==> config.mk <==
export PLATFORM = sky130hd
export DESIGN_NAME = ipi_unit
export DESIGN_NICKNAME = d
export VERILOG_FILES = /design/src/rtl/ipi_pkg.sv /design/src/rtl/ipi_decode.sv /design/src/rtl/ipi_cpu_slice.sv /design/src/rtl/ipi_unit.sv
export SDC_FILE = /design/constraint.sdc
export NUM_CORES = 1
export LEC_CHECK = 0
export BUFFER_PORTS_ARGS = -buffer_cell sky130_fd_sc_hd__buf_4
export CORE_ASPECT_RATIO = 1.25
export CORE_MARGIN = 4
export CORE_UTILIZATION = 40
export DETAILED_ROUTE_END_ITERATION = 10
export GPL_TIMING_DRIVEN = 0
export PLACE_DENSITY = 0.74
export SLEW_MARGIN = 20
export SYNTH_ARGS = -nofsm -noshare
export SYNTH_HDL_FRONTEND = slang
export SYNTH_SLANG_ARGS = --single-unit
export TNS_END_PERCENT = 20
==> constraint.sdc <==
create_clock -name clk -period 1.95 [get_ports clk]
set_clock_uncertainty 0.15 [all_clocks]
set_input_delay 0.195 -clock clk [delete_from_list [all_inputs] [get_ports clk]]
set_output_delay 0.195 -clock clk [all_outputs]
set_load 0.05 [all_outputs]
==> src/rtl/ipi_pkg.sv <==
package ipi_pkg;
    localparam logic [15:0] A_SEND   = 16'h2008;
    localparam logic [15:0] A_ACK    = 16'h200C;
    localparam logic [15:0] A_MSET   = 16'h2024;
    localparam logic [15:0] A_MCLR   = 16'h2028;
    localparam logic [3:0]  WIN_PAGE = 4'h5;
    localparam logic [6:0]  W_SET    = 7'h08;
    localparam logic [6:0]  W_CLR    = 7'h0C;
    localparam logic [6:0]  W_MSET   = 7'h24;
    localparam logic [6:0]  W_MCLR   = 7'h28;
    localparam logic [15:0] EVT_HW    = 16'd1;
    localparam logic [15:0] EVT_IPI   = 16'd4;
    localparam logic [15:0] NUM_OTHER = 16'd1;
    localparam logic [15:0] NUM_SELF  = 16'd2;

    typedef struct packed {
        logic set_o;
        logic set_s;
        logic clr_o;
        logic clr_s;
        logic mset_o;
        logic mset_s;
        logic mclr_o;
        logic mclr_s;
    } ipi_op_t;

    typedef struct packed {
        logic pend_o;
        logic pend_s;
        logic mask_o;
        logic mask_s;
    } ipi_state_t;
endpackage

==> src/rtl/ipi_decode.sv <==
module ipi_decode
    import ipi_pkg::*;
#(
    parameter int NCPU = 4,
    parameter int CW   = (NCPU > 1) ? $clog2(NCPU) : 1
) (
    input  logic                 wr_en,
    input  logic [CW-1:0]        req_cpu,
    input  logic [15:0]          wr_addr,
    input  logic [31:0]          wr_data,
    output ipi_op_t [NCPU-1:0]   ops
);
    logic       win_hit;
    logic [4:0] win_cpu;
    logic       is_me;
    logic       unused_data;

    assign unused_data = ^wr_data[30:1];

    always_comb begin
        ops     = '0;
        win_hit = wr_en && (wr_addr[15:12] == WIN_PAGE);
        win_cpu = wr_addr[11:7];
        is_me   = 1'b0;
        for (int c = 0; c < NCPU; c++) begin
            if (wr_en && wr_addr == A_SEND) begin
                ops[c].set_o = wr_data[c];
            end
            is_me = wr_en && (req_cpu == CW'(c));
            if (is_me) begin
                case (wr_addr)
                    A_ACK: begin
                        ops[c].clr_o = wr_data[0];
                        ops[c].clr_s = wr_data[31];
                    end
                    A_MSET: begin
                        ops[c].mset_o = wr_data[0];
                        ops[c].mset_s = wr_data[31];
                    end
                    A_MCLR: begin
                        ops[c].mclr_o = wr_data[0];
                        ops[c].mclr_s = wr_data[31];
                    end
                    default: ;
                endcase
            end
            if (win_hit && win_cpu == 5'(c)) begin
                case (wr_addr[6:0])
                    W_SET: begin
                        ops[c].set_o = wr_data[0];
                        ops[c].set_s = wr_data[31];
                    end
                    W_CLR: begin
                        ops[c].clr_o = wr_data[0];
                        ops[c].clr_s = wr_data[31];
                    end
                    W_MSET: begin
                        ops[c].mset_o = wr_data[0];
                        ops[c].mset_s = wr_data[31];
                    end
                    W_MCLR: begin
                        ops[c].mclr_o = wr_data[0];
                        ops[c].mclr_s = wr_data[31];
                    end
                    default: ;
                endcase
            end
        end
    end
endmodule

==> src/rtl/ipi_cpu_slice.sv <==
module ipi_cpu_slice
    import ipi_pkg::*;
(
    input  logic        clk,
    input  logic        rst_n,
    input  ipi_op_t     op,
    input  logic        claim,
    input  logic        hw_pend,
    input  logic [15:0] hw_num,
    output logic [31:0] evt,
    output logic        irq,
    output ipi_state_t  st
);
    ipi_state_t st_d, st_q;
    logic deliv_o, deliv_s, take_o, take_s;

    always_comb begin
        deliv_o = st_q.pend_o & ~st_q.mask_o;
        deliv_s = st_q.pend_s & ~st_q.mask_s;
        take_o  = ~hw_pend & deliv_o;
        take_s  = ~hw_pend & ~deliv_o & deliv_s;

        if (hw_pend)      evt = {EVT_HW, hw_num};
        else if (deliv_o) evt = {EVT_IPI, NUM_OTHER};
        else if (deliv_s) evt = {EVT_IPI, NUM_SELF};
        else              evt = '0;
        irq = hw_pend | deliv_o | deliv_s;

        st_d        = st_q;
        st_d.pend_o = (st_q.pend_o | op.set_o) & ~op.clr_o;
        st_d.pend_s = (st_q.pend_s | op.set_s) & ~op.clr_s;
        st_d.mask_o = ((st_q.mask_o | op.mset_o) & ~op.mclr_o) | (claim & take_o);
        st_d.mask_s = ((st_q.mask_s | op.mset_s) & ~op.mclr_s) | (claim & take_s);
    end

    always_ff @(posedge clk) begin
        if (!rst_n) begin
            st_q <= '{pend_o: 1'b0, pend_s: 1'b0, mask_o: 1'b1, mask_s: 1'b1};
        end else begin
            st_q <= st_d;
        end
    end

    assign st = st_q;
endmodule

==> src/rtl/ipi_unit.sv <==
module ipi_unit
    import ipi_pkg::*;
#(
    parameter int NCPU = 4,
    parameter int CW   = (NCPU > 1) ? $clog2(NCPU) : 1
) (
    input  logic                 clk,
    input  logic                 rst_n,
    input  logic [CW-1:0]        req_cpu,
    input  logic                 wr_en,
    input  logic [15:0]          wr_addr,
    input  logic [31:0]          wr_data,
    input  logic                 rd_evt,
    input  logic [NCPU-1:0]      hw_pend,
    input  logic [NCPU*16-1:0]   hw_num,
    output logic [31:0]          evt_data,
    output logic [NCPU-1:0]      irq_out
);
    ipi_op_t    [NCPU-1:0]       ops;
    ipi_state_t [NCPU-1:0]       st;
    logic       [NCPU-1:0][31:0] slice_evt;
    logic       [NCPU-1:0]       claim;
    logic       [NCPU-1:0]       pend_o_v, pend_s_v, mask_o_v, mask_s_v;
    logic       [31:0]           evt_d, evt_q;

    ipi_decode #(.NCPU(NCPU), .CW(CW)) dec_i (
        .wr_en   (wr_en),
        .req_cpu (req_cpu),
        .wr_addr (wr_addr),
        .wr_data (wr_data),
        .ops     (ops)
    );

    for (genvar c = 0; c < NCPU; c++) begin : g_cpu
        assign claim[c] = rd_evt && (req_cpu == CW'(c));
        ipi_cpu_slice slice_i (
            .clk     (clk),
            .rst_n   (rst_n),
            .op      (ops[c]),
            .claim   (claim[c]),
            .hw_pend (hw_pend[c]),
            .hw_num  (hw_num[c*16 +: 16]),
            .evt     (slice_evt[c]),
            .irq     (irq_out[c]),
            .st      (st[c])
        );
        assign pend_o_v[c] = st[c].pend_o;
        assign pend_s_v[c] = st[c].pend_s;
        assign mask_o_v[c] = st[c].mask_o;
        assign mask_s_v[c] = st[c].mask_s;
    end

    always_comb begin
        evt_d = evt_q;
        if (rd_evt) evt_d = slice_evt[req_cpu];
    end

    always_ff @(posedge clk) begin
        if (!rst_n) evt_q <= '0;
        else        evt_q <= evt_d;
    end

    assign evt_data = evt_q;
endmodule

==> results.toml <==
[layout]
final_cells = 572
layout_common_cells = "129 x buf_4, 34 x dfxtp_1, 33 x nand2_1"
final_layout_size_suffix_gt1_share_pct = 31.4
antenna_cells = 0
final_nets = 608
area_growth_pct = 42.3
mostFrequentLayoutCell = "buf_4"
fillCellCount = 592
fin_area_um2 = 3770

[critical_path]
cp-end-kind = "flip-flop"
crit_path_max_fanout = 6
cp.required_ns = 1.97
slowest_stage = "or4b_1"
worst-setup-path-type = "primary input to flip-flop"
start_kind = "primary input"
cp_top_family = "simple AND/OR/NAND/NOR gates"
max_stage_delay_ns = 0.65
critical_path_buf_inv_count = 1
crit_chain = "buf_4 -> or4b_1 -> or3_1 -> a2111oi_0 -> a21oi_1"
worst-endpoint-arrival_ns = 1.94

[yosys]
synth_flop_cell = "dfxtp_1"
yosysUniqueCellTypes = 49
ys_seq_area_share_pct = 25.7
async_flop_share_pct = 0
synth_edf_count = 0
syn-cell-area_um2 = 2650
ys.warnings.count = 0
syn_area_per_cell_um2 = 7.46
synth_cells = 355
ys_seq_elements = 34

[drt]
wl_per_cell_um = 18.4
drc = 0
vias = 3360
first_pass_iters = 5
finalWirelength_um = 10500
postRouteAntennaNets = 0
post_drt_via_cell_ratio = 5.87
first_iter_violations = 172

[power_and_ir_drop]
cellInternalPower_mw = 1.35
seq_power_share_pct = 36.5
p_leak_nw = 1.47
max-vdd-ir-drop_mv = 0.289
p_sw_uw = 652
clock_power_share_pct = 32.2
pwr-share-comb_pct = 31.3
powerDensity_nw_per_um2 = 531
swShare_pct = 32.6

[timing]
maxSlewViolCount = 0
fmax_ghz = 0.520
relSlewSlack_pct = 42.9
setup_viol_count_final = 0
setup_ws_ns = 0.0259
finalSetupTns_ns = 0
worst_slew_pin_slew_ns = 0.845
hold_violations = 0
whs_ns = 0.0146
rsz0062_at_grt = "true"
min_period_ns = 1.92
finalCritPeriodShare_pct = 98.7

[die]
dieWidth_um = 80.8
core-area_um2 = 6290
die_area_um2 = 8000
num_rows = 32
fp.dieH_um = 99.0
io_pins = 158
initial_utilization_pct = 42.1

[cts]
clockRootBuffer = "clkbuf_8"
clkLatencyLatePin_ns = 0.29
clockBufferDepth = 2
post_cts_buffers = 0
clk_pin_slew_ns = 0.07
postCtsHoldBufs = 0
cts_buffers = 5
clkSinkCount = 34
tritoncts = "built"
cts.htree.levels = 2

[placement]
portBuffers = 111
preCtsSetupSlack_ns = -0.410
hpwl_um = 8340
gp_congestion = 0.957
placed_area_um2 = 3640
dp_cells = 564

[grt]
grt_pass1_vias = 3121
grt_pass1_wl_um = 15400
grt_use_total_pct = 24.6
grt-ovfl-total = 0
grt_max_degree = 12
grt_antenna_before_repair = 0

[flow_run]
max-cap-violations = 0

[run_status]
status = "finished clean"

[worst_hold_path]
hold_class = "primary input to flip-flop"
==> state kept, by name, summed over array words and instances (netlist names) <==
signal,flops
g_cpu.slice_i.st,16
evt_data,18
==> metal layers <==
metal,track usage (%),share of wire (%),vias to the layer above
met1,25.6,37,1522
met5,0,0,-
met3,5.76,9.7,34
met2,45.5,50,192
met4,10.9,3.5,0
li1,-,-,1612
==> power groups by stage <==
stage,Sequential [mW],Clock [mW],Combinational (mW)
after floorplan,0.822,0,0.278
after global placement,0.746,0,0.613
after detailed placement,0.747,0,0.618
after CTS,0.731,0.650,0.622
after global routing,0.732,0.678,0.668
final,0.731,0.645,0.627
==> area by class of cell <==
type | count | area, um2 | share of cell area, %
inverters | 7 | 26.3 | 0.697
multi-input cells | 282 | 1770 | 47.0
clock buffers | 5 | 68.8 | 1.83
clock inverters | 3 | 40.0 | 1.06
flip-flops and latches | 34 | 681 | 18.1
well taps | 85 | 106 | 2.82
repair buffers | 111 | 833 | 22.1
plain buffers | 45 | 240 | 6.37
==> path summary, 6_finish.rpt <==
path	endpoint	cells after the start	slack, ns	start
setup / recovery	g_cpu[2].slice_i.st[0]	5	0.03	wr_addr[12]
hold / removal	g_cpu[3].slice_i.st[3]	3	0.01	wr_data[3]
setup reg to reg	evt_data[1]	4	0.47	g_cpu[2].slice_i.st[3]
hold reg to reg	evt_data[9]	2	0.32	evt_data[9]
==> synthesized netlist by cell type, types with 4 or more instances <==
| cell | n | share of area (%) |
|---|---|---|
| a21oi_1 | 29 | 5.5 |
| buf_4 | 18 | 5.1 |
| or3_1 | 14 | 3.3 |
| dfxtp_1 | 34 | 26 |
| nor4_1 | 9 | 2.1 |
| o211ai_1 | 8 | 2.3 |
| nor3_1 | 9 | 1.7 |
| nand4_1 | 9 | 2.1 |
| nor3b_1 | 4 | 1.1 |
| or2_2 | 4 | 0.94 |
| nor2_1 | 12 | 1.7 |
| a211oi_1 | 5 | 1.4 |
| nand3b_1 | 7 | 2.0 |
| o21ai_0 | 14 | 2.6 |
| nor2b_1 | 7 | 1.7 |
| nand2b_1 | 10 | 2.4 |
| a31oi_1 | 10 | 2.4 |
| inv_1 | 7 | 0.99 |
| nand2_1 | 33 | 4.7 |
| a2111oi_0 | 4 | 1.3 |
| clkbuf_1 | 24 | 3.4 |
| a221oi_1 | 26 | 8.6 |
| nand3_1 | 14 | 2.6 |
==> logic make-up after synthesis <==
family | after synthesis | share of synthesized area, %
other cells | 1 | 0.142
buf+inv | 52 | 10.0
flops | 34 | 25.7
simple gates | 155 | 33.7
compound gates | 112 | 30.0
mux | 1 | 0.378
==> repair_timing <==
item	4_1_cts	5_1_grt
endpoints found under the hold margin	0	0
endpoints found under the setup margin	2	19
resized for setup	2	5
==> worst min-delay path: cells and delay by family <==
family	cells	cell delay (ns)
and+or+nand+nor	1	0.06
buffers and inverters	1	0.11
AOI/OAI and AO/OA	1	0.05
==> through the flow <==
step | utilization (%) | power [mW]
4_1_cts | 59.8 | 2.00
3_5_place_dp | 57.9 | 1.36
5_1_grt | 60.0 | 2.08
2_1_floorplan | - | 1.10
6_report | 60.0 | 2.00
3_3_place_gp | 57.9 | 1.36
Note: power is estimated with default switching activity, not from simulation.
